===== src/rtl/cfgx_pkg.sv =====
// Shared constants and helpers for the configuration access engine.
// Assumes the fixed 32-bit data path and 8/5/3/12-bit target fields.
package cfgx_pkg;
    localparam int BUS_W  = 8;
    localparam int DEV_W  = 5;
    localparam int FN_W   = 3;
    localparam int OFF_W  = 12;
    localparam int DATA_W = 32;
    localparam int STRB_W = DATA_W / 8;

    localparam logic [3:0] TYPE_RD_LOCAL  = 4'h8;
    localparam logic [3:0] TYPE_RD_REMOTE = 4'h9;
    localparam logic [3:0] TYPE_WR_LOCAL  = 4'hA;
    localparam logic [3:0] TYPE_WR_REMOTE = 4'hB;

    localparam logic [2:0] ST_OK    = 3'd0;
    localparam logic [2:0] ST_UNSUP = 3'd1;
    localparam logic [2:0] ST_RETRY = 3'd2;

    localparam logic [DATA_W-1:0] WORD_UNSUP = 32'hFFFF_FFFF;
    localparam logic [DATA_W-1:0] WORD_RETRY = 32'hFFFF_0001;

    // Saved context of the outstanding transaction.
    typedef struct packed {
        logic             wr;
        logic [1:0]       size;
        logic [1:0]       lane;
        logic             vendor;
    } xact_ctx_t;

    // Ones covering the access width.
    function automatic logic [DATA_W-1:0] width_mask(input logic [1:0] sz);
        case (sz)
            2'd0:    width_mask = 32'h0000_00FF;
            2'd1:    width_mask = 32'h0000_FFFF;
            default: width_mask = 32'hFFFF_FFFF;
        endcase
    endfunction
endpackage


===== src/rtl/cfgx_req_build.sv =====
// Request builder: decides reachability and forms the outbound descriptor.
// Purely combinational; assumes the caller registers the results.
module cfgx_req_build
    import cfgx_pkg::*;
(
    input  logic [BUS_W-1:0]  root_bus,
    input  logic              wr,
    input  logic [BUS_W-1:0]  bus,
    input  logic [DEV_W-1:0]  dev,
    input  logic [FN_W-1:0]   fn,
    input  logic [OFF_W-1:0]  off,
    input  logic [1:0]        size,
    input  logic [DATA_W-1:0] wdata,
    output logic              reachable,
    output logic [3:0]        typ,
    output logic [DATA_W-1:0] addr_lo,
    output logic [STRB_W-1:0] strb,
    output logic [DATA_W-1:0] wdata_al
);
    localparam int PAD_W = DATA_W - BUS_W - DEV_W - FN_W - OFF_W;

    logic              local_bus;
    logic [STRB_W-1:0] base_strb;
    logic [2*STRB_W-1:0] wide_strb;

    // Target filter and request type selection.
    always_comb begin
        local_bus = (bus == root_bus);
        reachable = !(local_bus && (dev != '0));
        if (wr) typ = local_bus ? TYPE_WR_LOCAL : TYPE_WR_REMOTE;
        else    typ = local_bus ? TYPE_RD_LOCAL : TYPE_RD_REMOTE;
    end

    // Address packing with the offset forced to a dword boundary.
    always_comb addr_lo = {{PAD_W{1'b0}}, bus, dev, fn, off[OFF_W-1:2], 2'b00};

    // Byte strobes and lane placement of write data.
    always_comb begin
        case (size)
            2'd0:    base_strb = 4'b0001;
            2'd1:    base_strb = 4'b0011;
            default: base_strb = 4'b1111;
        endcase
        wide_strb = {{STRB_W{1'b0}}, base_strb} << off[1:0];
        strb      = wide_strb[STRB_W-1:0];
        wdata_al  = (wdata & width_mask(size)) << {off[1:0], 3'b000};
    end
endmodule


===== src/rtl/cfgx_cpl_map.sv =====
// Completion mapper: turns a status code, error flag and data word into
// an error flag and right-justified read data. Combinational.
module cfgx_cpl_map
    import cfgx_pkg::*;
(
    input  xact_ctx_t         ctx,
    input  logic [2:0]        status,
    input  logic              cerr,
    input  logic [DATA_W-1:0] rdata,
    output logic              err,
    output logic [DATA_W-1:0] data
);
    logic [DATA_W-1:0] raw;

    // Status decode with read substitutes.
    always_comb begin
        raw = '0;
        err = 1'b1;
        case (status)
            ST_OK:    begin err = cerr;   raw = rdata;      end
            ST_UNSUP: begin err = ctx.wr; raw = WORD_UNSUP; end
            ST_RETRY: begin err = ctx.wr; raw = WORD_RETRY; end
            default:  err = 1'b1;
        endcase
    end

    // Lane alignment of the selected word; errors and writes give zero.
    always_comb begin
        if (err || ctx.wr) data = '0;
        else               data = (raw >> {ctx.lane, 3'b000}) & width_mask(ctx.size);
    end
endmodule


===== src/rtl/cfgx_poll_timer.sv =====
// Poll timer: counts POLL_CYCLES-cycle intervals while running and flags
// expiry in the last cycle of interval MAX_POLLS. Clear restarts it.
module cfgx_poll_timer #(
    parameter int POLL_CYCLES = 1000,
    parameter int MAX_POLLS   = 1500
) (
    input  logic clk,
    input  logic rst_n,
    input  logic clr,
    input  logic run,
    output logic expire
);
    localparam int TW = $clog2(POLL_CYCLES) + 1;
    localparam int PW = $clog2(MAX_POLLS) + 1;
    localparam logic [TW-1:0] TICK_LAST = TW'(POLL_CYCLES - 1);
    localparam logic [PW-1:0] POLL_LAST = PW'(MAX_POLLS - 1);

    logic [TW-1:0] tick_q;
    logic [PW-1:0] poll_q;

    // Interval and poll counters.
    always_ff @(posedge clk) begin
        if (!rst_n || clr) begin
            tick_q <= '0;
            poll_q <= '0;
        end else if (run) begin
            if (tick_q == TICK_LAST) begin
                tick_q <= '0;
                if (poll_q != POLL_LAST) poll_q <= poll_q + 1'b1;
            end else begin
                tick_q <= tick_q + 1'b1;
            end
        end
    end

    // Expiry in the final cycle of the final interval.
    always_comb expire = run && (tick_q == TICK_LAST) && (poll_q == POLL_LAST);
endmodule


===== src/rtl/cfg_access_engine.sv =====
// Configuration access engine top: accepts one host request at a time,
// issues a descriptor, waits for a completion or timeout, and answers.
// Assumes one completion per issued descriptor; responses are one-cycle pulses.
module cfg_access_engine
    import cfgx_pkg::*;
#(
    parameter int POLL_CYCLES = 1000,
    parameter int MAX_POLLS   = 1500
) (
    input  logic              clk,
    input  logic              rst_n,
    input  logic [7:0]        root_bus,
    input  logic              req_valid,
    input  logic              req_write,
    input  logic [7:0]        req_bus,
    input  logic [4:0]        req_dev,
    input  logic [2:0]        req_func,
    input  logic [11:0]       req_off,
    input  logic [1:0]        req_size,
    input  logic [31:0]       req_wdata,
    output logic              rsp_valid,
    output logic              rsp_err,
    output logic [31:0]       rsp_data,
    output logic              out_start,
    output logic [3:0]        out_type,
    output logic [31:0]       out_addr_lo,
    output logic [31:0]       out_addr_hi,
    output logic [31:0]       out_wdata,
    output logic [3:0]        out_strb,
    input  logic              cpl_valid,
    input  logic [2:0]        cpl_status,
    input  logic              cpl_err,
    input  logic [31:0]       cpl_rdata
);
    logic              reach, accept, tmo;
    logic [3:0]        b_type;
    logic [DATA_W-1:0] b_addr, b_wdata;
    logic [STRB_W-1:0] b_strb;
    logic              busy_q;
    xact_ctx_t         ctx_q;
    logic              m_err;
    logic [DATA_W-1:0] m_data;
    logic              c_fire, c_err, n_fire, n_err, hold_v, hold_err;
    logic [DATA_W-1:0] c_data, n_data, hold_data;

    cfgx_req_build u_build (
        .root_bus (root_bus), .wr (req_write), .bus (req_bus), .dev (req_dev),
        .fn (req_func), .off (req_off), .size (req_size), .wdata (req_wdata),
        .reachable (reach), .typ (b_type), .addr_lo (b_addr),
        .strb (b_strb), .wdata_al (b_wdata)
    );

    cfgx_cpl_map u_map (
        .ctx (ctx_q), .status (cpl_status), .cerr (cpl_err),
        .rdata (cpl_rdata), .err (m_err), .data (m_data)
    );

    cfgx_poll_timer #(.POLL_CYCLES(POLL_CYCLES), .MAX_POLLS(MAX_POLLS)) u_timer (
        .clk (clk), .rst_n (rst_n), .clr (accept),
        .run (busy_q && !cpl_valid), .expire (tmo)
    );

    // Response sources: transaction end (C) and immediate answers (N).
    always_comb begin
        accept = req_valid && reach && !busy_q;
        c_fire = busy_q && (cpl_valid || tmo);
        if (cpl_valid) begin
            c_err = m_err; c_data = m_data;
        end else begin
            c_err = !ctx_q.vendor; c_data = ctx_q.vendor ? WORD_RETRY : '0;
        end
        n_fire = req_valid && (!reach || busy_q);
        if (!reach) begin
            n_err = 1'b0; n_data = req_write ? '0 : width_mask(req_size);
        end else begin
            n_err  = !(!req_write && req_off == '0);
            n_data = n_err ? '0 : WORD_RETRY;
        end
    end

    // Response register with a one-entry hold for same-edge collisions.
    always_ff @(posedge clk) begin
        if (!rst_n) begin
            rsp_valid <= 1'b0; rsp_err <= 1'b0; rsp_data <= '0;
            hold_v <= 1'b0; hold_err <= 1'b0; hold_data <= '0;
        end else if (c_fire || hold_v) begin
            rsp_valid <= 1'b1;
            rsp_err   <= c_fire ? c_err  : hold_err;
            rsp_data  <= c_fire ? c_data : hold_data;
            hold_v    <= n_fire;
            hold_err  <= n_err;
            hold_data <= n_data;
        end else begin
            rsp_valid <= n_fire;
            rsp_err   <= n_fire & n_err;
            rsp_data  <= n_fire ? n_data : '0;
        end
    end

    // Transaction state and descriptor capture.
    always_ff @(posedge clk) begin
        if (!rst_n) begin
            busy_q <= 1'b0; ctx_q <= '0;
            out_type <= '0; out_addr_lo <= '0; out_wdata <= '0; out_strb <= '0;
        end else if (accept) begin
            busy_q      <= 1'b1;
            ctx_q       <= '{wr: req_write, size: req_size, lane: req_off[1:0],
                             vendor: (!req_write && req_off == '0)};
            out_type    <= b_type;
            out_addr_lo <= b_addr;
            out_wdata   <= req_write ? b_wdata : '0;
            out_strb    <= req_write ? b_strb : '0;
        end else if (c_fire) begin
            busy_q <= 1'b0;
        end
    end

    // Start flag mirrors the outstanding state; upper address word unused.
    always_comb begin
        out_start   = busy_q;
        out_addr_hi = '0;
    end
endmodule


===== config.mk =====
export PLATFORM = sky130hd
export DESIGN_NAME = cfg_access_engine
export DESIGN_NICKNAME = d
export VERILOG_FILES = /design/src/rtl/cfgx_pkg.sv /design/src/rtl/cfgx_req_build.sv /design/src/rtl/cfgx_cpl_map.sv /design/src/rtl/cfgx_poll_timer.sv /design/src/rtl/cfg_access_engine.sv
export SDC_FILE = /design/constraint.sdc
export NUM_CORES = 1
export LEC_CHECK = 0
export BUFFER_PORTS_ARGS = -buffer_cell sky130_fd_sc_hd__buf_2
export CAP_MARGIN = 20
export CORE_ASPECT_RATIO = 0.7
export CORE_MARGIN = 2
export CORE_UTILIZATION = 37
export DETAILED_ROUTE_END_ITERATION = 16
export GPL_TIMING_DRIVEN = 0
export HOLD_SLACK_MARGIN = 0.05
export SETUP_SLACK_MARGIN = 0.5
export SLEW_MARGIN = 10
export SYNTH_ARGS = -nofsm -noshare
export SYNTH_HDL_FRONTEND = slang
export SYNTH_SLANG_ARGS = --single-unit

===== constraint.sdc =====
create_clock -name clk -period 3.4 [get_ports clk]
set_input_delay 0.68 -clock clk [delete_from_list [all_inputs] [get_ports clk]]
set_output_delay 0.68 -clock clk [all_outputs]
set_load 0.01 [all_outputs]

==> metrics.md <==
| Metric | Value |
|---|---|
| Outcome | `complete, no violations` |
| Die width | `164 µm` |
| Layout cells sized above 1 | `30.4%` |
| Core area | `17900 µm²` |
| Clk sinks | `134` |
| Setup_tns | `0 ns` |
| Worst VDD drop | `0.000253 V` |
| Dominant synthesized flop cell | `dfxtp_1` |
| Ports | `250` |
| 1st-pass router iterations | `5` |
| Startpoint Class | `input pin` |
| Die H | `116 µm` |
| #FFs+latches synth | `134` |
| Post-DP Area | `8140 µm²` |
| Post-CTS setup buffer count | `0` |
| Synth Instances | `785` |
| Worst hold path class | `register to register` |
| Post-Syn Area | `6660 µm²` |
| Switching power | `1.12 mW` |
| R2R Path End | `rsp_data[7]$_SDFF_PN0_` |
| F_max | `392 MHz` |
| Critical-path top delay cell | `or4_1` |
| Synth warnings | `0` |
| DRC Markers | `0` |
| Drt via density | `5.07` |
| Worst Setup Path Type | `input pin to register` |
| Hold WS | `0.451 ns` |
| Relative slew slack | `45.7%` |
| Clock Power Share | `46.5%` |
| Count of final max-slew check failures | `0` |
| Post-synth ARST share | `0%` |
| RSZ-0062 raised after global routing | `no` |
| Starting Density | `37.3%` |
| Die area | `19100 µm²` |
| Worst-path fanout max | `10` |
| Avg Inst Size Synth | `8.49 µm²` |
| Nets | `1163` |
| Post-route cell area | `8760 µm²` |
| CTS tree | `done` |
| WP data arrival | `2.90 ns` |
| Final WL | `21400 µm` |
| Hold Path Depth | `1` |
| Clk slew on worst S/H paths | `0.06 ns` |
| Nature of the critical path endpoint | `register` |
| Inserted Clock Buffers | `17` |
| PD cells | `474 nW/µm²` |
| Final Hold Vio Count | `0` |
| Layout area overhead | `31.5%` |
| P_leak | `3.91 nW` |
| Fin crit share | `75.1%` |
| Part of the power in registers | `39.5%` |
| Max Root-Sink Buffers | `2` |
| Clk_skew | `0.0118 ns` |
| EDFF count, synth | `0` |
| First-pass GRT wire length | `33100 µm` |
| DRC marker count from the first detailed-route iteration | `605` |
| Final setup viols | `0` |
| CP Cell Sequence | `buf_2 > or4_1 > or2_2 > a311oi_1 > buf_2 > buf_2 > nand2_1 > o2bb2ai_1` |
| CTS H-Tree Depth | `4` |
| Largest net degree at the start of global routing | `17` |
| Port Buf Inserts | `208` |
| Min-delay src | `out_strb[0]$_SDFFE_PN0P_` |
| DR WL/cell | `16.5 µm` |
| Crit path top cell by count | `buf_2` |
| Sequential area share after synthesis | `40.3%` |
| Worst-margin pin slew | `0.815 ns` |
| Filler Cells Inserted | `1781` |
| Worst stage delay on the critical path | `0.58 ns` |
| Tmin final | `2.55 ns` |
| R2R setup slack | `0.89 ns` |
| Vias in the first global route | `6133` |
| Switching part of the total | `26.9%` |
| CTS resizes | `0` |
| GR Overflow Total | `0` |
| Site row count | `41` |
| RD Place Congestion | `0.926` |
| Max Cap Viol | `0` |
| Initial antenna violation count | `1` |
| Worst skew pair latency | `0.42 ns` |
| Hold EP | `out_strb[0]$_SDFFE_PN0P_` |
| Comb power frac | `13.9%` |
| FF-to-FF Start | `u_timer.tick_q[0]$_SDFFE_PP0P_` |
| Clk root buf | `clkbuf_16` |
| Yosys cell types | `64` |
| All-layer global routing usage | `22.3%` |
| CP required | `3.75 ns` |
| Worst reg2reg path depth | `6` |
| Post-DP HPWL | `16700 µm` |
| Cell-internal power | `3.04 mW` |
| Hold_buf cts | `0` |
| Via Count | `6592` |
| Routed Antenna Nets | `0` |
[through the flow]
| stage | utilization (%) | power [mW] | instances | setup WS (ns) |
|---|---|---|---|---|
| finish | 49.1 | 4.16 | 1300 | 0.848 |
| global route | 49.1 | 4.34 | 1300 | 0.643 |
| CTS | 49.0 | 4.18 | 1299 | 0.732 |
| detailed placement | 45.6 | 2.25 | 1267 | 0.404 |
| global placement | 45.6 | 2.25 | 1267 | 0.429 |
| floorplan | - | 2.03 | 823 | 0.952 |
[kinds of logic after synthesis]
kind of cell	count (synthesis)	synth area share [%]
AOI/OAI and AO/OA	252	24.6
muxes	26	4.06
other	1	0.0563
xor gates and xnor gates	27	3.55
adders and majority gates	2	0.376
DFF	134	40.3
and+or+nand+nor	239	18.2
buffers and inverters	104	8.94
[layer usage]
metal	global-route usage [%]	part of all wire (%)	routed length (µm)	vias up
met1	32.9	50	10700	2992
met5	0	0	0	-
met3	6.04	9.2	1970	20
met2	32.0	40	8550	281
li1	-	-	-	3299
met4	5.51	1.0	219	0
[state kept, by name, summed over array words and instances, names as in the netlist]
register / count
out_strb: 4
hold_err: 1
out_type: 3
u_timer.poll_q: 12
out_addr_lo: 26
rsp_data: 32
hold_data: 4
out_wdata: 32
hold_v: 1
u_timer.tick_q: 11
rsp_valid: 1
ctx_q: 5
out_start: 1
rsp_err: 1
[Yosys cell counts (all sizes together) (8+ instances only)]
cell	count	area share [%]
a22oi	9	1.0
nand2	94	5.3
nand3	14	1.1
mux2i	18	2.7
o2bb2ai	11	1.4
nor3	12	1.1
and2	12	1.1
o21a	10	1.1
mux2	8	1.4
a211oi	11	1.2
clkbuf	31	1.7
xor2	16	2.1
o21ai	57	4.3
xnor2	11	1.4
buf	65	6.7
nor4	19	2.5
a21oi	82	6.2
a22o	18	2.4
o22ai	17	1.6
nor2	53	3.2
a221o	8	1.2
dfxtp	134	40
[cell type report]
cell class	count	area, µm²	area share [%]
antenna	1	2.50	0.0286
buffer	96	566	6.45
clock buffer	19	443	5.05
clock inverter	13	170	1.94
inverter	8	30.0	0.343
multi-input combinational	585	3530	40.3
sequential	134	2680	30.6
tap	236	295	3.37
timing repair buffer	208	1040	11.9
[worst max path at each step]
stage,from,endpoint,cells after the start
2_1_floorplan,req_bus[5],out_wdata[5]$_SDFFE_PN0P_,8
3_3_place_gp,req_dev[1],out_wdata[15]$_SDFFE_PN0P_,8
3_5_place_dp,req_dev[1],out_strb[1]$_SDFFE_PN0P_,8
4_1_cts,u_timer.tick_q[0]$_SDFFE_PP0P_,rsp_data[18]$_SDFF_PN0_,7
5_1_grt,u_timer.tick_q[0]$_SDFFE_PP0P_,rsp_data[17]$_SDFF_PN0_,7
6_report,req_dev[1],out_strb[1]$_SDFFE_PN0P_,8
[worst max-delay path, delay by kind of cell]
kind | cells | cell delay (ns)
compound gates | 2 | 0.47
buf+inv | 3 | 0.71
simple gates | 3 | 1.04
[layout by cell type (no fill, tap or decap), types with 12 or more instances in the layout]
cell       Yosys  layout
nand2_1       93      93
conb_1         1      39
buf_2         14     222
and2_1        12      12
mux2i_1       18      18
o21ai_0       48      48
dfxtp_1      134     134
xor2_1        16      16
buf_4         40      40
a21oi_1       82      82
nor4_1        16      16
nand3_1       14      14
a22o_1        18      18
nor2_1        52      52
clkbuf_1      31      32
clkbuf_16      0      17
o22ai_1       17      17
[power groups by stage]
stage | Combinational, mW | Sequential (mW) | Clock [mW]
2_1_floorplan | 0.331 | 1.69 | 0
3_3_place_gp | 0.570 | 1.68 | 0
3_5_place_dp | 0.572 | 1.68 | 0
4_1_cts | 0.573 | 1.64 | 1.97
5_1_grt | 0.641 | 1.65 | 2.05
6_report | 0.579 | 1.64 | 1.93
No activity file was read; power rests on OpenSTA's default activity.
